$ cat config.mk
export PLATFORM = sky130hd
export DESIGN_NAME = prio_irq_arbiter
export DESIGN_NICKNAME = d
export VERILOG_FILES = /design/src/rtl/arb_pkg.sv /design/src/rtl/arb_elig.sv /design/src/rtl/arb_pick.sv /design/src/rtl/arb_svc.sv /design/src/rtl/prio_irq_arbiter.sv
export SDC_FILE = /design/constraint.sdc
export NUM_CORES = 1
export LEC_CHECK = 0
export ABC_AREA = 0
export ABC_CLOCK_PERIOD_IN_PS = 35300
export BUFFER_PORTS_ARGS = -buffer_cell sky130_fd_sc_hd__buf_2
export CAP_MARGIN = 30
export CORE_UTILIZATION = 45
export DETAILED_ROUTE_END_ITERATION = 8
export GPL_TIMING_DRIVEN = 0
export PLACE_DENSITY = 0.74
export SKIP_LAST_GASP = 1
export SLEW_MARGIN = 10
export SYNTH_ARGS = -nofsm -noshare
export SYNTH_HDL_FRONTEND = slang
export SYNTH_HIERARCHICAL = 1
export SYNTH_SLANG_ARGS = --single-unit
$ cat constraint.sdc
create_clock -name clk -period 35.3 [get_ports clk]
set_clock_uncertainty 0.1 [all_clocks]
set_input_delay 3.53 -clock clk [delete_from_list [all_inputs] [get_ports clk]]
set_output_delay 3.53 -clock clk [all_outputs]
set_load 0.02 [all_outputs]
$ cat src/rtl/arb_pkg.sv
package arb_pkg;
    typedef enum logic [1:0] {
        ST_IDLE = 2'd0,
        ST_HELD = 2'd1,
        ST_NORM = 2'd2,
        ST_CRIT = 2'd3
    } arb_state_e;
endpackage

$ cat src/rtl/arb_elig.sv
module arb_elig #(
    parameter int NUM_SRC = 16,
    parameter int PRIO_W  = 4,
    parameter int DEST_W  = 8,
    parameter int TGT_BIT = 7
) (
    input  logic [NUM_SRC-1:0]        pending,
    input  logic [NUM_SRC-1:0]        mask,
    input  logic [NUM_SRC*PRIO_W-1:0] prio_flat,
    input  logic [NUM_SRC*DEST_W-1:0] dest_flat,
    input  logic [PRIO_W-1:0]         task_prio,
    output logic [NUM_SRC-1:0]        elig
);
    // One qualifier per source: pending, unmasked, routed here, above task level.
    for (genvar g = 0; g < NUM_SRC; g++) begin : g_src
        logic [PRIO_W-1:0] p;
        logic              routed;
        assign p      = prio_flat[g*PRIO_W +: PRIO_W];
        assign routed = dest_flat[g*DEST_W + TGT_BIT];
        assign elig[g] = pending[g] & ~mask[g] & routed & (p > task_prio);
    end
endmodule

$ cat src/rtl/arb_pick.sv
module arb_pick #(
    parameter int NUM_SRC = 16,
    parameter int PRIO_W  = 4,
    parameter int IDX_W   = $clog2(NUM_SRC)
) (
    input  logic [NUM_SRC-1:0]        elig,
    input  logic [NUM_SRC*PRIO_W-1:0] prio_flat,
    output logic                      found,
    output logic [IDX_W-1:0]          win_idx,
    output logic [PRIO_W-1:0]         win_prio
);
    // Ascending scan; replace only on strictly greater so the lowest index keeps ties.
    always_comb begin
        found    = 1'b0;
        win_idx  = '0;
        win_prio = '0;
        for (int i = 0; i < NUM_SRC; i++) begin
            if (elig[i] && (!found || prio_flat[i*PRIO_W +: PRIO_W] > win_prio)) begin
                found    = 1'b1;
                win_idx  = IDX_W'(i);
                win_prio = prio_flat[i*PRIO_W +: PRIO_W];
            end
        end
    end
endmodule

$ cat src/rtl/arb_svc.sv
module arb_svc #(
    parameter int PRIO_W = 4
) (
    input  logic              clk,
    input  logic              rst_n,
    input  logic              take,
    input  logic              done,
    input  logic [PRIO_W-1:0] take_prio,
    output logic              busy,
    output logic [PRIO_W-1:0] busy_prio
);
    always_ff @(posedge clk) begin
        if (!rst_n) begin
            busy      <= 1'b0;
            busy_prio <= '0;
        end else if (take) begin
            busy      <= 1'b1;
            busy_prio <= take_prio;
        end else if (done) begin
            busy      <= 1'b0;
            busy_prio <= '0;
        end
    end
endmodule

$ cat src/rtl/prio_irq_arbiter.sv
module prio_irq_arbiter
    import arb_pkg::*;
#(
    parameter int NUM_SRC   = 16,
    parameter int PRIO_W    = 4,
    parameter int DEST_W    = 8,
    parameter int CPU_ID    = 1,
    parameter int CRIT_BIT0 = 1,
    parameter int TGT_BIT0  = 6,
    parameter int IDX_W     = $clog2(NUM_SRC)
) (
    input  logic                      clk,
    input  logic                      rst_n,
    input  logic [NUM_SRC-1:0]        src_pending,
    input  logic [NUM_SRC-1:0]        src_mask,
    input  logic [NUM_SRC*PRIO_W-1:0] src_prio,
    input  logic [NUM_SRC*DEST_W-1:0] src_dest,
    input  logic                      tp_wr,
    input  logic [PRIO_W-1:0]         tp_wdata,
    input  logic                      ack,
    input  logic                      eoi,
    output logic                      irq_norm,
    output logic                      irq_crit,
    output logic [IDX_W:0]            sel_idx
);
    localparam int CRIT_BIT = CRIT_BIT0 - CPU_ID;
    localparam int TGT_BIT  = TGT_BIT0 + CPU_ID;

    logic [PRIO_W-1:0] tp_q;
    logic [NUM_SRC-1:0] elig;
    logic               found;
    logic [IDX_W-1:0]   win_idx;
    logic [PRIO_W-1:0]  win_prio;
    logic               svc_busy;
    logic [PRIO_W-1:0]  svc_prio;
    logic               win_crit;
    logic               beats_svc;
    logic               take;

    arb_state_e         state_q, state_d;
    logic [IDX_W-1:0]   sel_q;
    logic [PRIO_W-1:0]  sel_prio_q;

    // Task priority register: resets to the blocking (all ones) level.
    always_ff @(posedge clk) begin
        if (!rst_n)     tp_q <= '1;
        else if (tp_wr) tp_q <= tp_wdata;
    end

    arb_elig #(
        .NUM_SRC(NUM_SRC), .PRIO_W(PRIO_W), .DEST_W(DEST_W), .TGT_BIT(TGT_BIT)
    ) u_elig (
        .pending  (src_pending),
        .mask     (src_mask),
        .prio_flat(src_prio),
        .dest_flat(src_dest),
        .task_prio(tp_q),
        .elig     (elig)
    );

    arb_pick #(
        .NUM_SRC(NUM_SRC), .PRIO_W(PRIO_W), .IDX_W(IDX_W)
    ) u_pick (
        .elig     (elig),
        .prio_flat(src_prio),
        .found    (found),
        .win_idx  (win_idx),
        .win_prio (win_prio)
    );

    assign take = ack && (state_q == ST_NORM || state_q == ST_CRIT);

    arb_svc #(.PRIO_W(PRIO_W)) u_svc (
        .clk      (clk),
        .rst_n    (rst_n),
        .take     (take),
        .done     (eoi),
        .take_prio(sel_prio_q),
        .busy     (svc_busy),
        .busy_prio(svc_prio)
    );

    assign win_crit  = src_dest[int'(win_idx)*DEST_W + CRIT_BIT];
    assign beats_svc = !svc_busy || (win_prio > svc_prio);

    // Next-state choice: no_cand / blocked / raise_norm / raise_crit.
    always_comb begin
        state_d = state_q;
        unique case (state_q)
            ST_IDLE, ST_HELD, ST_NORM, ST_CRIT: begin
                if (!found)          state_d = ST_IDLE;
                else if (!beats_svc) state_d = ST_HELD;
                else if (win_crit)   state_d = ST_CRIT;
                else                 state_d = ST_NORM;
            end
            default: state_d = ST_IDLE;
        endcase
    end

    // State register together with the registered selection.
    always_ff @(posedge clk) begin
        if (!rst_n) begin
            state_q    <= ST_IDLE;
            sel_q      <= '0;
            sel_prio_q <= '0;
        end else begin
            state_q    <= state_d;
            sel_q      <= found ? win_idx  : '0;
            sel_prio_q <= found ? win_prio : '0;
        end
    end

    // Output decode from state.
    always_comb begin
        irq_norm = 1'b0;
        irq_crit = 1'b0;
        sel_idx  = '1;
        unique case (state_q)
            ST_IDLE: sel_idx = '1;
            ST_HELD: sel_idx = {1'b0, sel_q};
            ST_NORM: begin irq_norm = 1'b1; sel_idx = {1'b0, sel_q}; end
            ST_CRIT: begin irq_crit = 1'b1; sel_idx = {1'b0, sel_q}; end
            default: sel_idx = '1;
        endcase
    end
endmodule

# ---- After elaboration in Yosys (flattened, before gate mapping)
# Cells that the tools add are included.
dict set report totals {
  ff_bits 19
  mem_bits_ro 0
  word_cells 220
  latchBits 0
  n_memories 0
  mem_bits_rw 0
  in_bits 233
}
dict set report classes {
  div_mod_pow 0
  reduce_logical 54
  n_eq_ne 3
  n_shift 0
  multipliers 0
  add_sub_neg 0
  n_bitwise 64
  muxes 60
  order_cmp 33
}
# operator count
set ops {}
lappend ops {{$gt 4x4->1} 32}
lappend ops {{$mux 4} 26}
lappend ops {{$and 1x1->1} 48}
lappend ops {{$mux 1} 23}
lappend ops {{$logic_or 1x1->1} 17}
lappend ops {{$logic_and 1x1->1} 16}
lappend ops {{$logic_not 1->1} 16}
lappend ops {{$not 1->1} 16}
lappend ops {{$mux 3} 4}
lappend ops {{$mux 2} 5}
lappend ops {{$pmux 5 s2} 1}
lappend ops {{$lt 7x8->1 const B} 1}
lappend ops {{$bmux 1 s4} 1}
lappend ops {{$eq 2x2->1 const B} 2}
lappend ops {{$reduce_or 4->1} 1}
lappend ops {{$reduce_or 3->1} 1}
lappend ops {{$eq 2x1->1 const B} 1}
lappend ops {{$logic_not 2->1} 1}
lappend ops {{$reduce_and 2->1} 1}
lappend ops {{$reduce_bool 2->1} 1}

# ---- Logic depth before layout (Yosys ltp)
# Gate-level depths: netlist of the first run.
dict set report depth {
  ltp_word 71
  depth_mapped 138
}

# ---- Hierarchy
# The synthesis of the first run kept the hierarchy.
# module n_inst area_per_inst_um2 cells_per_inst
set modules_own_cells {}
lappend modules_own_cells {arb_pick 1 3181.8 447}
lappend modules_own_cells {arb_elig 1 1752.9 179}
lappend modules_own_cells {prio_irq_arbiter 1 698.2 69}
lappend modules_own_cells {arb_svc 1 210.2 21}

# ---- Worst setup path before layout of the first run
# OpenSTA, ideal clock, no wires.
dict set report synth_path {
  path_kind {in2reg}
  start {in src_prio[3]}
  end {reg state_q[0]}
  arrival_ns 26.432
  setup_ns 0.122
  n_path_buf 1
  required_ns 35.078
  path_slack_ns 8.646
  cell_stages 125
  cell_sequence {ha_1 nand4_1 nand4b_1 a21oi_2 buf_6 nand2_1 ha_1 nor2b_1 o211a_1 o21ai_2 mux2i_1 inv_1 ha_1 nor2b_1 o211ai_1 a31o_2 mux2_2 inv_1 [... 89 more ...] nand2_1 nand2_1 nor2_1 a21o_1 ha_1 nor2b_1 o21ai_0 nand2b_1 a21oi_1 a41o_1 o21ai_0 nand2_1 and2_0 o21ai_0 mux4_1 mux2i_1 nor3_1 a311o_1}
}
dict set report synth_between {
  elab_chain_cells 69
}
# element line
set synth_lines {}
lappend synth_lines {{from (decl)} prio_irq_arbiter.sv:16} ;# input logic [NUM_SRC*PRIO_W-1:0] src_prio,
lappend synth_lines {{$gt 4x4->1 (*)} arb_elig.sv:20} ;# assign elig[g] = pending[g] & ~mask[g] & routed & (p > task_prio);
lappend synth_lines {{$and 1x1->1 (*)} arb_elig.sv:20}
lappend synth_lines {{net elig[0]} prio_irq_arbiter.sv:30} ;# logic [NUM_SRC-1:0] elig;
lappend synth_lines {{$mux 4 or $mux 1 (tied branches)} arb_pick.sv:18} ;# if (elig[i] && (!found || prio_flat[i*PRIO_W +: PRIO_W] > win_prio)) begin
lappend synth_lines {{$gt 4x4->1 or $logic_not 1->1 (tied branches)} arb_pick.sv:18}
lappend synth_lines {{$logic_or 1x1->1} arb_pick.sv:18}
lappend synth_lines {{$logic_and 1x1->1} arb_pick.sv:18}
lappend synth_lines {{$mux 4 or $mux 1 (tied branches)} arb_pick.sv:18}
lappend synth_lines {{[... 55 more ...]} -}
lappend synth_lines {{$mux 4 (*)} arb_pick.sv:18}
lappend synth_lines {{net win_idx[1]} prio_irq_arbiter.sv:32} ;# logic [IDX_W-1:0] win_idx;
lappend synth_lines {{$bmux 1 s4 (*)} prio_irq_arbiter.sv:83} ;# assign win_crit = src_dest[int'(win_idx)*DEST_W + CRIT_BIT];
lappend synth_lines {{$mux 1 (implied by the code) (*)} prio_irq_arbiter.sv:83}
lappend synth_lines {{$mux 1 (*)} prio_irq_arbiter.sv:93} ;# else if (win_crit) state_d = ST_CRIT;
lappend synth_lines {{$mux 2 (*)} prio_irq_arbiter.sv:92} ;# else if (!beats_svc) state_d = ST_HELD;
lappend synth_lines {{$mux 2 (*)} prio_irq_arbiter.sv:91} ;# if (!found) state_d = ST_IDLE;
lappend synth_lines {{$mux 2 (*)} prio_irq_arbiter.sv:89} ;# unique case (state_q)
lappend synth_lines {{to (signal assigned)} prio_irq_arbiter.sv:107} ;# state_q <= state_d;
lappend synth_lines {{to (decl)} prio_irq_arbiter.sv:40} ;# arb_state_e state_q, state_d;
# The timed path passes the listed nets; every way through them passes the cells marked *. The select of a mux whose other input is x is not followed.
# A chain may end at the register's enable or synchronous reset.

# ---- Worst setup path after layout of the first run
dict set report layout_path {
  start {in src_prio[1]}
  end {reg state_q[0]}
}
# Same word-level chain as after synthesis.

==> results.toml, run 1 <==
[clocking]
htreeDepth = 1
clkSinkCount = 19
clock_path_buffers = 2
cts-root-buf = "clkbuf_16"
cts_resized = 0
clk_pin_slew_ps = 50
cts_inserted_buffers = 3
clock_latency_ps = 250
cts_tree = "built"
postCtsHoldBufs = 0
cts_setup_buffers = 0

[worst_setup_path]
r2r_slack_ps = 7590
worstPathRequired_ps = 35340
arrival_ps = 30090
critPathSlowestCell = "mux4_1"
rr_startpoint = "tp_q[1]"
path_common_cell = "ha_1"
critPathMaxFanout = 10
worst-r2r-cell-count = 127
crit_type = "in2reg"
cp-startpoint = "src_prio[1]"
max_stage_delay_ps = 550
end_kind = "flip-flop"
rr_endpoint = "state_q[0]"
critPathLaunchType = "input pin"

[sta]
fin_crit_sh_pct = 85.12
max_slew_margin_pct = 36.40
worst_pin_slew_ps = 942.0
tns_ps = 0
max_freq_ghz = 0.03328
post-route-min-period_ps = 30050
rsz0062_at_grt = "no"
finalHoldViolCount = 0
hold-worst-slack_ps = 370.9
drv_slew = 0
setup_viol = 0

[global_routing]
grt_pass1_wl_mm = 24.37
antenna_found_initial = 1
grt_max_degree = 17
grt_overflow = 0
grt_pass1_vias = 5316
grt_usage_pct = 22.37

[synthesis]
synth_seq_cells = 19
synth_xor_area_share_pct = 0
ys.flop_type = "dfxtp_1"
synth-compound-area-share_pct = 29.06
synthMuxAreaShare_pct = 8.266
ys_warn_count = 6
synth-seq-area-share_pct = 6.510
syn_area_sq_um = 5843
synth_fp_nets = 1070
yosys.area_share.simple_pct = 24.78
synthCells = 716
synth.distinct_cells = 77
synth_edf_count = 0
synth_fa_ha_area_share_pct = 25.91
synth_top_family_by_area = "compound AO/OA/AOI/OAI gates"
avgSynthCellArea_sq_um = 8.161
ys_async_sr_fraction_pct = 0

[drt]
routed_wl_mm = 15.37
via_per_inst = 5.597
vias = 5799
drc = 0
antenna_left = 0
routedWlPerCell_microns = 14.83
drt_iter0_drc = 292
first_pass_iters = 4

[die]
ioPinCount = 240
start_util_pct = 46.30
row_count = 41
die_w_microns = 116.0
die-area_sq_um = 13440
die_h_microns = 116.0
coreArea_sq_um = 12620

[job]
cap_violations = 0

[power_and_ir_drop]
power_density_nw_per_um2 = 21.52
leakage_nw = 3.346
peakVddDrop_uv = 16.20

[status]
run_status = "finished clean"

[layout]
area_delta_synth_final_pct = 17.77
final_layout_size_suffix_gt1_share_pct = 28.74
fill_cells = 1256
final_nets = 1218
multi_input_area_sq_um = 5142
ff_latch_area_sq_um = 380.4

[place]
port_buffers = 142
hpwl_mm = 12.80
globalplace.congestion = 0.8805

[worst_hold_path]
whs_endpoint = "u_svc/busy_prio[1]"
hold_start = "sel_prio_q[1]"
worstHoldPathCells = 2
hold_path.class = "reg2reg"
[cells by family (layout without fill, tap and decap cells)]
logic type / Yosys count / count (layout)
muxes: 40 / 40
and+or+nand+nor: 238 / 238
buffers and inverters: 80 / 227
other: 0 / 1
DFF: 19 / 19
AOI/OAI and AO/OA: 218 / 218
adders and majority gates: 121 / 121
[state kept, by name, summed over array words and instances (netlist names)]
register and cells:
tp_q 4, u_svc/busy_prio 4, u_svc/busy 1, state_q 2, sel_prio_q 4, sel_q 4
[stage by stage]
step / utilization (%) / std cells / power [W] / setup slack, ps / area [sq um]
final: 54.53 / 1036 / 0.0001481 / 5252 / 6882
after global routing: 54.51 / 1035 / 0.0001617 / 3020 / 6879
after CTS: 54.51 / 1035 / 0.0001480 / 5661 / 6879
after detailed placement: 53.86 / 1031 / 0.0001240 / 5455 / 6797
after global placement: 53.64 / 1030 / 0.0001219 / 5671 / 6769
after floorplan: - / 716 / 0.00009607 / 8646 / 5843
[worst max-delay path: cells and delay by family]
family                     cells  cell delay [ps]
adders and majority gates     16             4730
buffers and inverters          8              660
muxes                         10             3340
and+or+nand+nor               30             3970
AOI/OAI and AO/OA             63            13840
[routing by layer]
layer	vias to the layer above	share of wire (%)	global-route usage [%]
met5	-	0	0
met4	0	0.72	4.017
met3	9	4.3	1.360
met2	131	46	40.04
met1	2647	49	29.66
li1	3012	-	-
[layout make-up]
cell class,count,area share [%]
well taps,172,3.127
multi-input cells,617,74.73
inverters,76,4.145
clock inverters,1,0.1091
repair buffers,143,10.73
diodes,1,0.03636
flip-flops and latches,19,5.527
plain buffers,4,0.5091
clock buffers,3,1.091
[synth_stat cells, drive strengths merged, types with 3 or more instances]
cell type  number  share of area [%]
o31ai           7                1.4
ha            121                 26
nor2b          31                5.4
a31oi           8               0.96
mux2i          19                3.3
inv            76                4.9
nand3          19                1.6
a21o            8                1.0
a211oi          8                1.7
mux4            4                1.7
a21oi          66                6.9
a41oi           3               0.45
nor2           41                2.6
o211ai         25                4.6
nand4b         16                2.4
a311oi          3               0.75
nand2b         20                2.3
mux2           17                3.3
and3            8               0.86
or3             3               0.32
dfxtp          19                6.5
nand4          22                2.4
nand2          41                2.6
or2             7               0.75
and2           14                1.5
nor3            9               0.94
a21boi          4               0.51
o21ai          45                4.0
a41o            4               0.69
o211a           4               0.69
o21a           11                1.4
[cell usage in the layout (no fill, tap or decap), types with 17 or more instances in the layout]
cell,n
nand4_1,22
ha_1,121
inv_1,75
mux2i_1,19
a21oi_2,17
nand3_1,19
dfxtp_1,19
nand2b_1,18
buf_2,142
nor2_1,41
nand2_1,41
a21oi_1,48
o21ai_0,28
[how the worst max path moves through the flow]
stage	end	slack, ps	cells after the start
after floorplan	state_q[0]	8650	125
after global placement	state_q[0]	5670	127
after detailed placement	state_q[0]	5450	127
after CTS	state_q[0]	5660	127
after global routing	state_q[0]	3020	129
final	state_q[0]	5250	127
[power by group]
group / internal [W] / switching [W]
clock: 0.0000153 / 0.00000825
combinational: 0.0000451 / 0.0000559
sequential: 0.0000227 / 0.000000764
Power figures use the tool's default switching activity.
==> inputs of run 2 (changes only) <==
--- a/config.mk
+++ b/config.mk
@@ -9,10 +9,10 @@
 export ABC_CLOCK_PERIOD_IN_PS = 35300
 export BUFFER_PORTS_ARGS = -buffer_cell sky130_fd_sc_hd__buf_2
 export CAP_MARGIN = 30
-export CORE_UTILIZATION = 45
+export CORE_UTILIZATION = 51
 export DETAILED_ROUTE_END_ITERATION = 8
 export GPL_TIMING_DRIVEN = 0
-export PLACE_DENSITY = 0.74
+export PLACE_DENSITY = 0.83
 export SKIP_LAST_GASP = 1
 export SLEW_MARGIN = 10
 export SYNTH_ARGS = -nofsm -noshare
==> run 2 against run 1 <==
Hold slack worse by 17 ps. Clock power fell by 3%. Critical path depth is 2 higher. Core utilization rose by 7.6 points. Sequential share of layout area up 0.051 points. Total power down 0.51%. Die area is 12% lower. First-iteration DRC count is 5.8% higher. Highest routed layer unchanged.
==> results.toml, run 2 (synthesis results as in run 1) <==
[worst_setup_path]
path_common_cell = "ha_1"
path_buf_inv = 8
critPathSlowestCell = "o21ai_0"
critPathLaunchType = "input pin"
max_stage_delay_ps = 560
worstPathRequired_ps = 35330
crit_family = "compound AO/OA/AOI/OAI gates"
arrival_ps = 30350
end_kind = "flip-flop"
crit_type = "in2reg"
critPathMaxFanout = 10

[global_routing]
grt_pass1_wl_mm = 24.24
grt_pass1_vias = 5359
grt_max_degree = 18
grt_overflow = 0
grt_usage_pct = 25.21
antenna_found_initial = 0

[sta]
fin_crit_sh_pct = 85.89
drv_slew = 0
finalHoldViolCount = 0
post-route-min-period_ps = 30320
max_slew_margin_pct = 33.08
max_freq_ghz = 0.03298
tns_ps = 0
rsz0062_at_grt = "no"
setup_viol = 0
worst_pin_slew_ps = 991.3

[layout]
final_nets = 1218
final_util_pct = 62.09
ff_latch_area_sq_um = 380.4
final_layout_size_suffix_gt1_share_pct = 28.62
antenna_cells = 0
final_common_cell = "buf_2"
fill_cells = 997
layout_common_cells = "buf_2 (142), ha_1 (121), inv_1 (75), a21oi_1 (48)"
multi_input_area_sq_um = 5142
area_delta_synth_final_pct = 16.70

[drt]
via_per_inst = 5.862
first_pass_iters = 4
antenna_left = 0
routedWlPerCell_microns = 15.14
drc = 0
vias = 5880
routed_wl_mm = 15.18
drt_iter0_drc = 309

[clocking]
clock_path_buffers = 2
cts_inserted_buffers = 3
cts_tree = "built"
clk_pin_slew_ps = 50
cts_resized = 0
clkSinkCount = 19
postCtsHoldBufs = 0
cts-root-buf = "clkbuf_16"
cts_setup_buffers = 0
htreeDepth = 1
clock_latency_ps = 250

[die]
row_count = 38
start_util_pct = 53.20
ioPinCount = 240
die_h_microns = 109.0
coreArea_sq_um = 10980
die-area_sq_um = 11890
die_w_microns = 109.0

[power_and_ir_drop]
p_int_w = 0.00008301
leakage_nw = 3.339
p_comb_share_pct = 68.4
peakVddDrop_uv = 31.31
power_density_nw_per_um2 = 21.61
sw_frac_of_total_pct = 43.66
pwr-share-clk_pct = 15.6
sequentialPowerShare_pct = 16.0
p_switching_w = 0.00006432

[place]
hpwl_mm = 12.72
port_buffers = 142
globalplace.congestion = 0.8783

[status]
run_status = "finished clean"

[job]
cap_violations = 0

[worst_hold_path]
hold_path.class = "reg2reg"
[run 2: changes by cell type in the layout (fill, tap and decap cells not counted), sizes merged]
cell      delta
clkbuf       +1
clkinvlp     -1
diode        -1
[run 2: worst reg2reg max path, delay by kind of cell, from the launching register on]
family | cells | cell delay [ps]
compound gates | 64 | 13740
simple gates | 31 | 4050
flops | 1 | 320
mux | 10 | 3540
buf+inv | 8 | 1160
fa+ha+maj | 16 | 4920
[run 2: path summary, 6_finish.rpt]
kind,start,slack (ps),cells after the start,end
worst max-delay path,src_prio[2],4980,129,state_q[0]
worst min-delay path,sel_prio_q[1],350,2,u_svc/busy_prio[1]
worst max register to register,tp_q[1],7400,129,state_q[0]
worst min register to register,sel_prio_q[1],350,2,u_svc/busy_prio[1]
[run 2: through the flow]
stage | hold slack [ps] | total power (W) | area [sq um] | instances | setup WS, ps
global placement | 338.6 | 0.0001209 | 6729 | 998 | 5506
finish | 353.5 | 0.0001473 | 6819 | 1003 | 4979
CTS | 353.5 | 0.0001465 | 6808 | 1002 | 5291
global route | 362.4 | 0.0001606 | 6819 | 1003 | 2854
detailed placement | 350.5 | 0.0001232 | 6729 | 998 | 5087
floorplan | 335.4 | 0.00009607 | 5843 | 716 | 8646
[run 2: power by group through the flow]
stage	clock network (W)	registers (W)	logic, W
2_1_floorplan	0	0.0000238	0.0000723
3_5_place_dp	0	0.0000244	0.0000989
6_report	0.0000230	0.0000236	0.000101
3_3_place_gp	0	0.0000243	0.0000966
5_1_grt	0.0000243	0.0000237	0.000113
4_1_cts	0.0000230	0.0000239	0.0000996
[run 2: final cells by class]
class | instances | area share, %
Sequential cell | 19 | 5.578
Tap cell | 140 | 2.569
Multi-Input combinational cell | 617 | 75.41
Timing Repair Buffer | 143 | 10.59
Buffer | 4 | 0.5138
Inverter | 76 | 4.183
Clock buffer | 4 | 1.156
[run 2: metal layers]
layer  track usage (%)  vias up  wire (microns)
li1                  -     3001               -
met1             35.60     2665            7312
met2             41.24      197            6671
met3             1.793       17            1004
met4             6.178        0             194
met5                 0        -               0
==> inputs of run 3 (changes only) <==
--- a/config.mk
+++ b/config.mk
@@ -7,12 +7,12 @@
 export LEC_CHECK = 0
 export ABC_AREA = 0
 export ABC_CLOCK_PERIOD_IN_PS = 35300
-export BUFFER_PORTS_ARGS = -buffer_cell sky130_fd_sc_hd__buf_2
 export CAP_MARGIN = 30
-export CORE_UTILIZATION = 51
+export CORE_UTILIZATION = 41
 export DETAILED_ROUTE_END_ITERATION = 8
+export DONT_BUFFER_PORTS = 1
 export GPL_TIMING_DRIVEN = 0
-export PLACE_DENSITY = 0.83
+export PLACE_DENSITY = 0.54
 export SKIP_LAST_GASP = 1
 export SLEW_MARGIN = 10
 export SYNTH_ARGS = -nofsm -noshare
==> constraint.sdc (replaced) <==
create_clock -name clk -period 35.3 [get_ports clk]
set_clock_uncertainty 0.1 [all_clocks]
set_input_delay 1.765 -clock clk [delete_from_list [all_inputs] [get_ports clk]]
set_output_delay 1.765 -clock clk [all_outputs]
set_load 0.02 [all_outputs]
==> run 3 against run 2 <==
Setup slack improved by 1800 ps. Global-route usage decreased by 4.2 points. First-iteration DRC count decreased by 20%. Routed wire length increased by 1.9%. Combinational power decreased by 11%. Die area increased by 24%. Flip-flop and latch count unchanged. Critical path depth decreased by 4. Sequential power about the same. Final cell count decreased by 10%. Clock-buffer cell count decreased by 1. Critical path type unchanged. Critical endpoint unchanged. Largest cell class unchanged.
==> results.toml, run 3 (synthesis results as in run 1) <==
[place]
post-place-ws_ps = 6805
hpwl_mm = 13.20
port_buffers = 0
globalplace.congestion = 0.8414

[worst_setup_path]
arrival_ps = 28530
end_kind = "flip-flop"
path_common_cell = "ha_1"
critPathSlowestCell = "o21ai_0"
critPathMaxFanout = 10
critPathLaunchType = "input pin"
worstPathRequired_ps = 35330
max_stage_delay_ps = 570
crit_type = "in2reg"

[clocking]
cts_tree = "built"
clock_path_buffers = 2
clock_latency_ps = 250
cts_resized = 0
clk_pin_slew_ps = 60
cts-root-buf = "clkbuf_16"
postCtsHoldBufs = 0
clkSinkCount = 19
htreeDepth = 1
cts_inserted_buffers = 3
cts_setup_buffers = 0

[global_routing]
grt_pass1_wl_mm = 25.31
grt_pass1_vias = 5342
grt_max_degree = 17
grt_usage_pct = 21.01
antenna_found_initial = 0
grt_overflow = 0

[sta]
max_slew_margin_pct = 35.69
max_freq_ghz = 0.03509
tns_ps = 0
drv_slew = 0
hold-worst-slack_ps = 352.3
worst_pin_slew_ps = 952.5
setup_viol = 0
fin_crit_sh_pct = 80.73
finalHoldViolCount = 0
setup_ws_ps = 6801
post-route-min-period_ps = 28500
rsz0062_at_grt = "no"

[power_and_ir_drop]
power_density_nw_per_um2 = 22.14
total_power_w = 0.0001365
leakage_nw = 2.783
peakVddDrop_uv = 17.34

[drt]
vias = 5385
drt_iter0_drc = 246
first_pass_iters = 5
drc = 0
via_per_inst = 5.977
routed_wl_mm = 15.47
routedWlPerCell_microns = 17.17
antenna_left = 0

[layout]
final_util_pct = 44.42
layout_common_cells = "ha_1 (121), inv_1 (75), a21oi_1 (48), nor2_1 (41), nand2_1 (41)"
final_nets = 1076
area_delta_synth_final_pct = 5.525
final_layout_size_suffix_gt1_share_pct = 14.70
antenna_cells = 0
fill_cells = 1391
final_common_cell = "ha_1"

[die]
ioPinCount = 240
die-area_sq_um = 14730
die_h_microns = 121.4
row_count = 43
start_util_pct = 42.09
coreArea_sq_um = 13880
die_w_microns = 121.4

[status]
run_status = "finished clean"

[job]
cap_violations = 0

[worst_hold_path]
hold_path.class = "reg2reg"
==> run 3: changes by cell type in the layout (fill, tap and decap cells not counted), sizes merged <==
cell / previous run / this run
buf: 145 / 3
clkbuf: 5 / 4
clkinvlp: 0 / 1
==> run 3: layout make-up <==
| class | count | area (sq um) | share of cell area [%] |
|---|---|---|---|
| multi-input combinational | 617 | 5142 | 83.40 |
| sequential | 19 | 380.4 | 6.169 |
| inverter | 76 | 285.3 | 4.627 |
| tap | 180 | 225.2 | 3.653 |
| clock buffer | 3 | 75.07 | 1.218 |
| buffer | 4 | 35.03 | 0.5682 |
| timing repair buffer | 1 | 15.01 | 0.2435 |
| clock inverter | 1 | 7.507 | 0.1218 |
==> run 3: final timing paths <==
kind / startpoint / end / slack, ps / cells after the start
setup / recovery: src_prio[3] / state_q[0] / 6800 / 125
hold / removal: sel_prio_q[1] / u_svc/busy_prio[1] / 350 / 2
setup reg to reg: tp_q[3] / state_q[0] / 7250 / 126
hold reg to reg: sel_prio_q[1] / u_svc/busy_prio[1] / 350 / 2
==> run 3: power by group <==
part	switching (W)	internal, W	total, W	leakage [nW]
sequential	0.000000870	0.0000227	0.0000236	0.155
combinational	0.0000506	0.0000388	0.0000894	2.59
clock	0.00000819	0.0000153	0.0000235	0.0371
total	0.0000597	0.0000768	0.000136	2.78
==> run 3: through the flow <==
step           cell area (sq um)  std cells
2_1_floorplan               5843        716
3_3_place_gp                6068        896
3_5_place_dp                6083        897
4_1_cts                     6166        901
5_1_grt                     6166        901
6_report                    6166        901
==> run 3: worst max-delay path, delay by kind of cell <==
kind	cells	cell delay, ps
muxes	10	3580
AOI/OAI and AO/OA	60	13690
adders and majority gates	16	4800
and+or+nand+nor	32	4090
buffers and inverters	7	560
==> run 3: per-layer routing <==
| metal | global-route usage (%) | vias up | wire, microns |
|---|---|---|---|
| met5 | 0 | - | 0 |
| met4 | 2.701 | 0 | 95 |
| met3 | 2.068 | 11 | 786 |
| met2 | 36.51 | 135 | 7019 |
| met1 | 28.43 | 2524 | 7572 |
| li1 | - | 2715 | - |
